===== src/rtl/rtc_pkg.sv =====
package rtc_pkg;
  localparam int ADDR_W = 4;

  localparam logic [ADDR_W-1:0] A_SEC   = 4'h0;
  localparam logic [ADDR_W-1:0] A_MIN   = 4'h1;
  localparam logic [ADDR_W-1:0] A_HOUR  = 4'h2;
  localparam logic [ADDR_W-1:0] A_DOW   = 4'h3;
  localparam logic [ADDR_W-1:0] A_DATE  = 4'h4;
  localparam logic [ADDR_W-1:0] A_MONTH = 4'h5;
  localparam logic [ADDR_W-1:0] A_YEAR  = 4'h6;
  localparam logic [ADDR_W-1:0] A_ASEC  = 4'h7;
  localparam logic [ADDR_W-1:0] A_AMIN  = 4'h8;
  localparam logic [ADDR_W-1:0] A_AHOUR = 4'h9;
  localparam logic [ADDR_W-1:0] A_ADAY  = 4'hA;
  localparam logic [ADDR_W-1:0] A_CTRL  = 4'hB;
  localparam logic [ADDR_W-1:0] A_STAT  = 4'hC;

  typedef struct packed {
    logic [7:0] sec;
    logic [7:0] min;
    logic [7:0] hour;
    logic [7:0] dow;
    logic [7:0] date;
    logic [7:0] month;
    logic [7:0] year;
  } rtc_time_t;

  function automatic logic [7:0] bcd_inc(input logic [7:0] v);
    if (v[3:0] == 4'd9) return {v[7:4] + 4'd1, 4'd0};
    return v + 8'd1;
  endfunction

  function automatic logic is_leap(input logic [7:0] y);
    logic [7:0] bin;
    bin = ({4'd0, y[7:4]} * 8'd10) + {4'd0, y[3:0]};
    return bin[1:0] == 2'b00;
  endfunction

  function automatic logic [7:0] month_len(input logic [7:0] m, input logic [7:0] y);
    case (m)
      8'h02:                      return is_leap(y) ? 8'h29 : 8'h28;
      8'h04, 8'h06, 8'h09, 8'h11: return 8'h30;
      default:                    return 8'h31;
    endcase
  endfunction
endpackage


===== src/rtl/rtc_divider.sv =====
module rtc_divider #(
  parameter int DIV_P = 32768
) (
  input  logic clk_i,
  input  logic rst_ni,
  input  logic en_i,
  input  logic clr_i,
  output logic tick_o
);
  localparam int CNT_W = (DIV_P > 2) ? $clog2(DIV_P) : 1;
  localparam logic [CNT_W-1:0] LAST = CNT_W'(DIV_P - 1);

  logic [CNT_W-1:0] cnt_q;

  assign tick_o = en_i && !clr_i && (cnt_q == LAST);

  always_ff @(posedge clk_i or negedge rst_ni) begin
    if (!rst_ni)      cnt_q <= '0;
    else if (clr_i)   cnt_q <= '0;
    else if (en_i)    cnt_q <= (cnt_q == LAST) ? '0 : cnt_q + 1'b1;
  end
endmodule


===== src/rtl/rtc_calendar.sv =====
module rtc_calendar
  import rtc_pkg::*;
(
  input  logic              clk_i,
  input  logic              rst_ni,
  input  logic              tick_i,
  input  logic              we_i,
  input  logic [ADDR_W-1:0] addr_i,
  input  logic [7:0]        wdata_i,
  output rtc_time_t         cur_o,
  output rtc_time_t         nxt_o
);
  rtc_time_t cur_q, nxt;
  logic      c_min, c_hour, c_day, c_mon, c_year;
  logic [4:0] h12;
  logic      pm;

  always_comb begin
    nxt    = cur_q;
    c_min  = 1'b0;
    c_hour = 1'b0;
    c_day  = 1'b0;
    c_mon  = 1'b0;
    c_year = 1'b0;
    h12    = cur_q.hour[4:0];
    pm     = cur_q.hour[5];

    if (cur_q.sec == 8'h59) begin nxt.sec = 8'h00; c_min = 1'b1; end
    else nxt.sec = bcd_inc(cur_q.sec);

    if (c_min) begin
      if (cur_q.min == 8'h59) begin nxt.min = 8'h00; c_hour = 1'b1; end
      else nxt.min = bcd_inc(cur_q.min);
    end

    if (c_hour) begin
      if (cur_q.hour[6]) begin
        if (h12 == 5'h12) h12 = 5'h01;
        else if (h12 == 5'h11) begin
          h12   = 5'h12;
          c_day = pm;
          pm    = ~pm;
        end else h12 = 5'(bcd_inc({3'b0, h12}));
        nxt.hour = {2'b01, pm, h12};
      end else begin
        if (cur_q.hour == 8'h23) begin nxt.hour = 8'h00; c_day = 1'b1; end
        else nxt.hour = bcd_inc(cur_q.hour);
      end
    end

    if (c_day) begin
      nxt.dow = (cur_q.dow == 8'h07) ? 8'h01 : cur_q.dow + 8'h01;
      if (cur_q.date == month_len(cur_q.month, cur_q.year)) begin
        nxt.date = 8'h01;
        c_mon    = 1'b1;
      end else nxt.date = bcd_inc(cur_q.date);
    end

    if (c_mon) begin
      if (cur_q.month == 8'h12) begin nxt.month = 8'h01; c_year = 1'b1; end
      else nxt.month = bcd_inc(cur_q.month);
    end

    if (c_year) nxt.year = (cur_q.year == 8'h99) ? 8'h00 : bcd_inc(cur_q.year);
  end

  always_ff @(posedge clk_i or negedge rst_ni) begin
    if (!rst_ni) begin
      cur_q <= '{sec: 8'h00, min: 8'h00, hour: 8'h00, dow: 8'h01,
                 date: 8'h01, month: 8'h01, year: 8'h00};
    end else if (we_i && addr_i <= A_YEAR) begin
      case (addr_i)
        A_SEC:   cur_q.sec   <= wdata_i & 8'h7F;
        A_MIN:   cur_q.min   <= wdata_i & 8'h7F;
        A_HOUR:  cur_q.hour  <= wdata_i & (wdata_i[6] ? 8'h7F : 8'h3F);
        A_DOW:   cur_q.dow   <= wdata_i & 8'h07;
        A_DATE:  cur_q.date  <= wdata_i & 8'h3F;
        A_MONTH: cur_q.month <= wdata_i & 8'h1F;
        default: cur_q.year  <= wdata_i;
      endcase
    end else if (tick_i) begin
      cur_q <= nxt;
    end
  end

  assign cur_o = cur_q;
  assign nxt_o = nxt;
endmodule


===== src/rtl/rtc_alarm.sv =====
module rtc_alarm
  import rtc_pkg::*;
(
  input  logic              clk_i,
  input  logic              rst_ni,
  input  logic              tick_i,
  input  rtc_time_t         nxt_i,
  input  logic              we_i,
  input  logic              re_i,
  input  logic [ADDR_W-1:0] addr_i,
  input  logic [7:0]        wdata_i,
  output logic [7:0]        asec_o,
  output logic [7:0]        amin_o,
  output logic [7:0]        ahour_o,
  output logic [7:0]        aday_o,
  output logic              irq_en_o,
  output logic              flag_o,
  output logic              set_o
);
  logic [7:0] asec_q, amin_q, ahour_q, aday_q;
  logic       en_q, flag_q, match, clr;

  assign match = (asec_q[7]  || asec_q[6:0]  == nxt_i.sec[6:0])  &&
                 (amin_q[7]  || amin_q[6:0]  == nxt_i.min[6:0])  &&
                 (ahour_q[7] || ahour_q[6:0] == nxt_i.hour[6:0]) &&
                 (aday_q[7]  || aday_q[2:0]  == nxt_i.dow[2:0]);
  assign set_o = tick_i && match;
  assign clr   = re_i && addr_i == A_STAT;

  always_ff @(posedge clk_i or negedge rst_ni) begin
    if (!rst_ni) begin
      asec_q  <= '0;
      amin_q  <= '0;
      ahour_q <= '0;
      aday_q  <= '0;
      en_q    <= 1'b0;
    end else if (we_i) begin
      case (addr_i)
        A_ASEC:  asec_q  <= wdata_i;
        A_AMIN:  amin_q  <= wdata_i;
        A_AHOUR: ahour_q <= wdata_i & (wdata_i[6] ? 8'hFF : 8'hBF);
        A_ADAY:  aday_q  <= wdata_i & 8'h87;
        A_CTRL:  en_q    <= wdata_i[0];
        default: ;
      endcase
    end
  end

  // a match in the clearing cycle wins
  always_ff @(posedge clk_i or negedge rst_ni) begin
    if (!rst_ni) flag_q <= 1'b0;
    else         flag_q <= set_o || (flag_q && !clr);
  end

  assign asec_o   = asec_q;
  assign amin_o   = amin_q;
  assign ahour_o  = ahour_q;
  assign aday_o   = aday_q;
  assign irq_en_o = en_q;
  assign flag_o   = flag_q;
endmodule


===== src/rtl/rtc_core.sv =====
module rtc_core
  import rtc_pkg::*;
#(
  parameter int DIV_P = 32768
) (
  input  logic              clk_i,
  input  logic              rst_ni,
  input  logic              tick_en_i,
  input  logic              reg_we_i,
  input  logic              reg_re_i,
  input  logic [ADDR_W-1:0] reg_addr_i,
  input  logic [7:0]        reg_wdata_i,
  output logic [7:0]        reg_rdata_o,
  output logic              irq_o
);
  rtc_time_t  cur, nxt;
  logic       sec_tick, time_wr;
  logic [7:0] asec, amin, ahour, aday;
  logic       irq_en, alm_flag, alm_set;

  assign time_wr = reg_we_i && reg_addr_i <= A_YEAR;

  rtc_divider #(.DIV_P(DIV_P)) u_div (
    .clk_i  (clk_i),
    .rst_ni (rst_ni),
    .en_i   (tick_en_i),
    .clr_i  (time_wr),
    .tick_o (sec_tick)
  );

  rtc_calendar u_cal (
    .clk_i   (clk_i),
    .rst_ni  (rst_ni),
    .tick_i  (sec_tick),
    .we_i    (reg_we_i),
    .addr_i  (reg_addr_i),
    .wdata_i (reg_wdata_i),
    .cur_o   (cur),
    .nxt_o   (nxt)
  );

  rtc_alarm u_alm (
    .clk_i    (clk_i),
    .rst_ni   (rst_ni),
    .tick_i   (sec_tick),
    .nxt_i    (nxt),
    .we_i     (reg_we_i),
    .re_i     (reg_re_i),
    .addr_i   (reg_addr_i),
    .wdata_i  (reg_wdata_i),
    .asec_o   (asec),
    .amin_o   (amin),
    .ahour_o  (ahour),
    .aday_o   (aday),
    .irq_en_o (irq_en),
    .flag_o   (alm_flag),
    .set_o    (alm_set)
  );

  always_comb begin
    case (reg_addr_i)
      A_SEC:   reg_rdata_o = cur.sec;
      A_MIN:   reg_rdata_o = cur.min;
      A_HOUR:  reg_rdata_o = cur.hour;
      A_DOW:   reg_rdata_o = cur.dow;
      A_DATE:  reg_rdata_o = cur.date;
      A_MONTH: reg_rdata_o = cur.month;
      A_YEAR:  reg_rdata_o = cur.year;
      A_ASEC:  reg_rdata_o = asec;
      A_AMIN:  reg_rdata_o = amin;
      A_AHOUR: reg_rdata_o = ahour;
      A_ADAY:  reg_rdata_o = aday;
      A_CTRL:  reg_rdata_o = {7'd0, irq_en};
      A_STAT:  reg_rdata_o = {7'd0, alm_flag};
      default: reg_rdata_o = 8'h00;
    endcase
  end

  assign irq_o = alm_flag && irq_en;
endmodule


===== config.mk =====
export PLATFORM = sky130hd
export DESIGN_NAME = rtc_core
export DESIGN_NICKNAME = d
export VERILOG_FILES = /design/src/rtl/rtc_pkg.sv /design/src/rtl/rtc_divider.sv /design/src/rtl/rtc_calendar.sv /design/src/rtl/rtc_alarm.sv /design/src/rtl/rtc_core.sv
export SDC_FILE = /design/constraint.sdc
export NUM_CORES = 1
export LEC_CHECK = 0
export CAP_MARGIN = 20
export CORE_AREA = 2 2 124 126
export DETAILED_ROUTE_END_ITERATION = 10
export DIE_AREA = 0 0 126 128
export PLACE_DENSITY = 0.77
export SLEW_MARGIN = 30
export SYNTH_ARGS = -nofsm -noshare
export SYNTH_HDL_FRONTEND = slang
export SYNTH_HIERARCHICAL = 1
export SYNTH_SLANG_ARGS = --single-unit
export TNS_END_PERCENT = 10

===== constraint.sdc =====
create_clock -name clk_i -period 3.15 [get_ports clk_i]
set_input_delay 0.63 -clock clk_i [delete_from_list [all_inputs] [get_ports clk_i]]
set_output_delay 0.63 -clock clk_i [all_outputs]
set_load 0.01 [all_outputs]

==> run summary <==
Die H -> 128 um
Clk_lat worst skew -> 0.36 ns
Slew Viols, Final -> 0
Count of final hold-check violations -> 0
CTS buffer count -> 9
Outcome -> complete, no violations
Worst-margin pin slew -> 0.936 ns
P_leak -> 4.00 nW
Largest net degree at the start of global routing -> 63
Ports -> 26
Worst slew margin relative to its limit -> 0.374
Total grt overflow -> 0
PD cells -> 541 nW/um2
Port Buffers -> 25
Clk buf depth -> 2
Vias per inst -> 6.58
Crit path DAT -> 2.47 ns
Initial Utilization -> 0.546
DPL Wire Length -> 19700 um
Post-DRT Antenna Nets -> 0
Crit-path max FO -> 9
Share of cells above drive strength 1 -> 0.221
Req. time, crit path -> 2.52 ns
Hold buffer count at cts -> 0
CTS tree -> yes
Core Footprint -> 14900 um2
Area Growth Syn to Fin -> 18.1%
Wire per inst -> 21.9 um
# DRC -> 0
Die width -> 126 um
Post-Place Worst Slack -> -0.266 ns
DR pass1 iterations -> 5
Avg Cell Area, Syn -> 8.65 um2
CTS clk-pin slew, worst paths -> 0.07 ns
Crit path cell chain -> clkdlybuf4s50_1 -> buf_6 -> buf_12 -> mux2_2 -> a22oi_1 -> o21ai_0 -> a22o_1 -> dlygate4sd2_1
NumNets Final -> 1064
YS warnings -> 6
Htree depth -> 3
CP peak stage delay -> 0.50 ns
Peak VDD IR -> 0.257 mV
Setup ws final -> 0.0504 ns
Vias in the first global route -> 7325
Worst setup path class -> in -> out
Period utilisation layout -> 0.984
GR Util All Layers -> 0.333
Layout Skew -> 0.00683 ns
Final setup viols -> 0
ANT cells -> 0
Min Tclk post-route -> 3.10 ns
Slowest CP cell -> clkdlybuf4s50_1
Initial antenna violation count -> 0
Root Buffer -> clkbuf_16
Final instance area -> 9590 um2
CP Capture Type -> output port
Placed inst area -> 9260 um2
WL final -> 26700 um
RSZ-0062 raised after global routing -> yes
Max Cap Viol -> 0
Global placer's final weighted congestion -> 1.07
DRT iter0 DRCs -> 962
Gate Count Post-Synth -> 939
F_max -> 323 MHz
# rows -> 45
Post-synthesis cell area -> 8120 um2
Clk sinks -> 101
Vias -> 8011
HP Class -> in -> async
First-pass GRT wire length -> 41800 um
Die area -> 16100 um2
Kind of start point of the critical path -> input pin
## sequential cells by signal (all words and copies together), names as in the netlist
name and flops:
u_cal/cur_o 56, u_div/cnt_q 15, u_alm/ahour_o 8, u_alm/amin_o 8, u_alm/asec_o 8, u_alm/aday_o 4, u_alm/flag_o 1, u_alm/irq_en_o 1
## per-layer routing
layer,wire length [um],GRT usage,vias up,share of wire
met5,0,0,-,0
met4,801,0.127,0,0.030
met3,2490,0.0513,54,0.094
met2,11900,0.508,422,0.45
met1,11500,0.480,3883,0.43
li1,-,-,3652,-
## through the flow
| stage | setup TNS [ns] | cells | power (mW) | util | hold slack, ns |
|---|---|---|---|---|---|
| final | 0 | 1217 | 5.19 | 0.645 | 0.249 |
| after detailed placement | -2.29 | 1201 | 3.96 | 0.623 | 0.505 |
| after floorplan | 0 | 942 | 3.21 | - | 0.334 |
| after global placement | -2.03 | 1201 | 3.92 | 0.623 | 0.499 |
| after global routing | -0.0812 | 1217 | 5.46 | 0.645 | 0.301 |
| after CTS | -0.400 | 1217 | 5.14 | 0.644 | 0.269 |
## final cells by class
| type | instances | area (um2) |
|---|---|---|
| timing repair buffer | 137 | 1200 |
| multi-input combinational | 739 | 5180 |
| clock inverter | 6 | 71.3 |
| fill | 1266 | 5270 |
| sequential | 101 | 2530 |
| inverter | 36 | 135 |
| clock buffer | 10 | 229 |
| tap | 188 | 235 |
## cells in the final DEF, fill, tap and decap left out, types with 21 or more instances in the layout
master and count:
a21oi_1 44, a31oi_1 24, buf_4 102, dfrtp_1 98, ha_1 23, inv_1 35, mux2_2 46, nand2_1 91
nand3_1 30, nor2_1 83, o21ai_0 39, xnor2_1 21, xor2_1 21
## path summary, 6_finish.rpt
path                                  from         endpoint  slack, ns  depth (start not counted)
max                          reg_addr_i[3]   reg_rdata_o[5]       0.05                          8
min                                 rst_ni  u_cal/cur_o[54]       0.25                          1
max reg2reg                u_cal/cur_o[34]     u_alm/flag_o       0.08                          9
min reg2reg                u_cal/cur_o[24]  u_cal/cur_o[24]       0.52                          2
max in group asynchronous           rst_ni   u_cal/cur_o[8]       2.11                          2
min in group clk_i         u_cal/cur_o[24]  u_cal/cur_o[24]       0.52                          2
## worst max-delay path: cells and delay by family
| kind | cells | cell delay (ns) |
|---|---|---|
| AO/OA/AOI/OAI | 3 | 0.43 |
| buffers and inverters | 4 | 1.07 |
| multiplexers | 1 | 0.32 |
## power by group
part           internal [mW]  switching (mW)  leakage [nW]
combinational          0.956            1.14          2.61
clock                  0.625           0.549         0.140
sequential              1.56           0.362          1.25
## repair_timing
item / CTS / global route
buffers inserted: 0 / 0
hold endpoints to repair: 0 / 0
resized for setup: 13 / 12
setup endpoints to repair: 8 / 10
(Power assumes the default switching activity.)
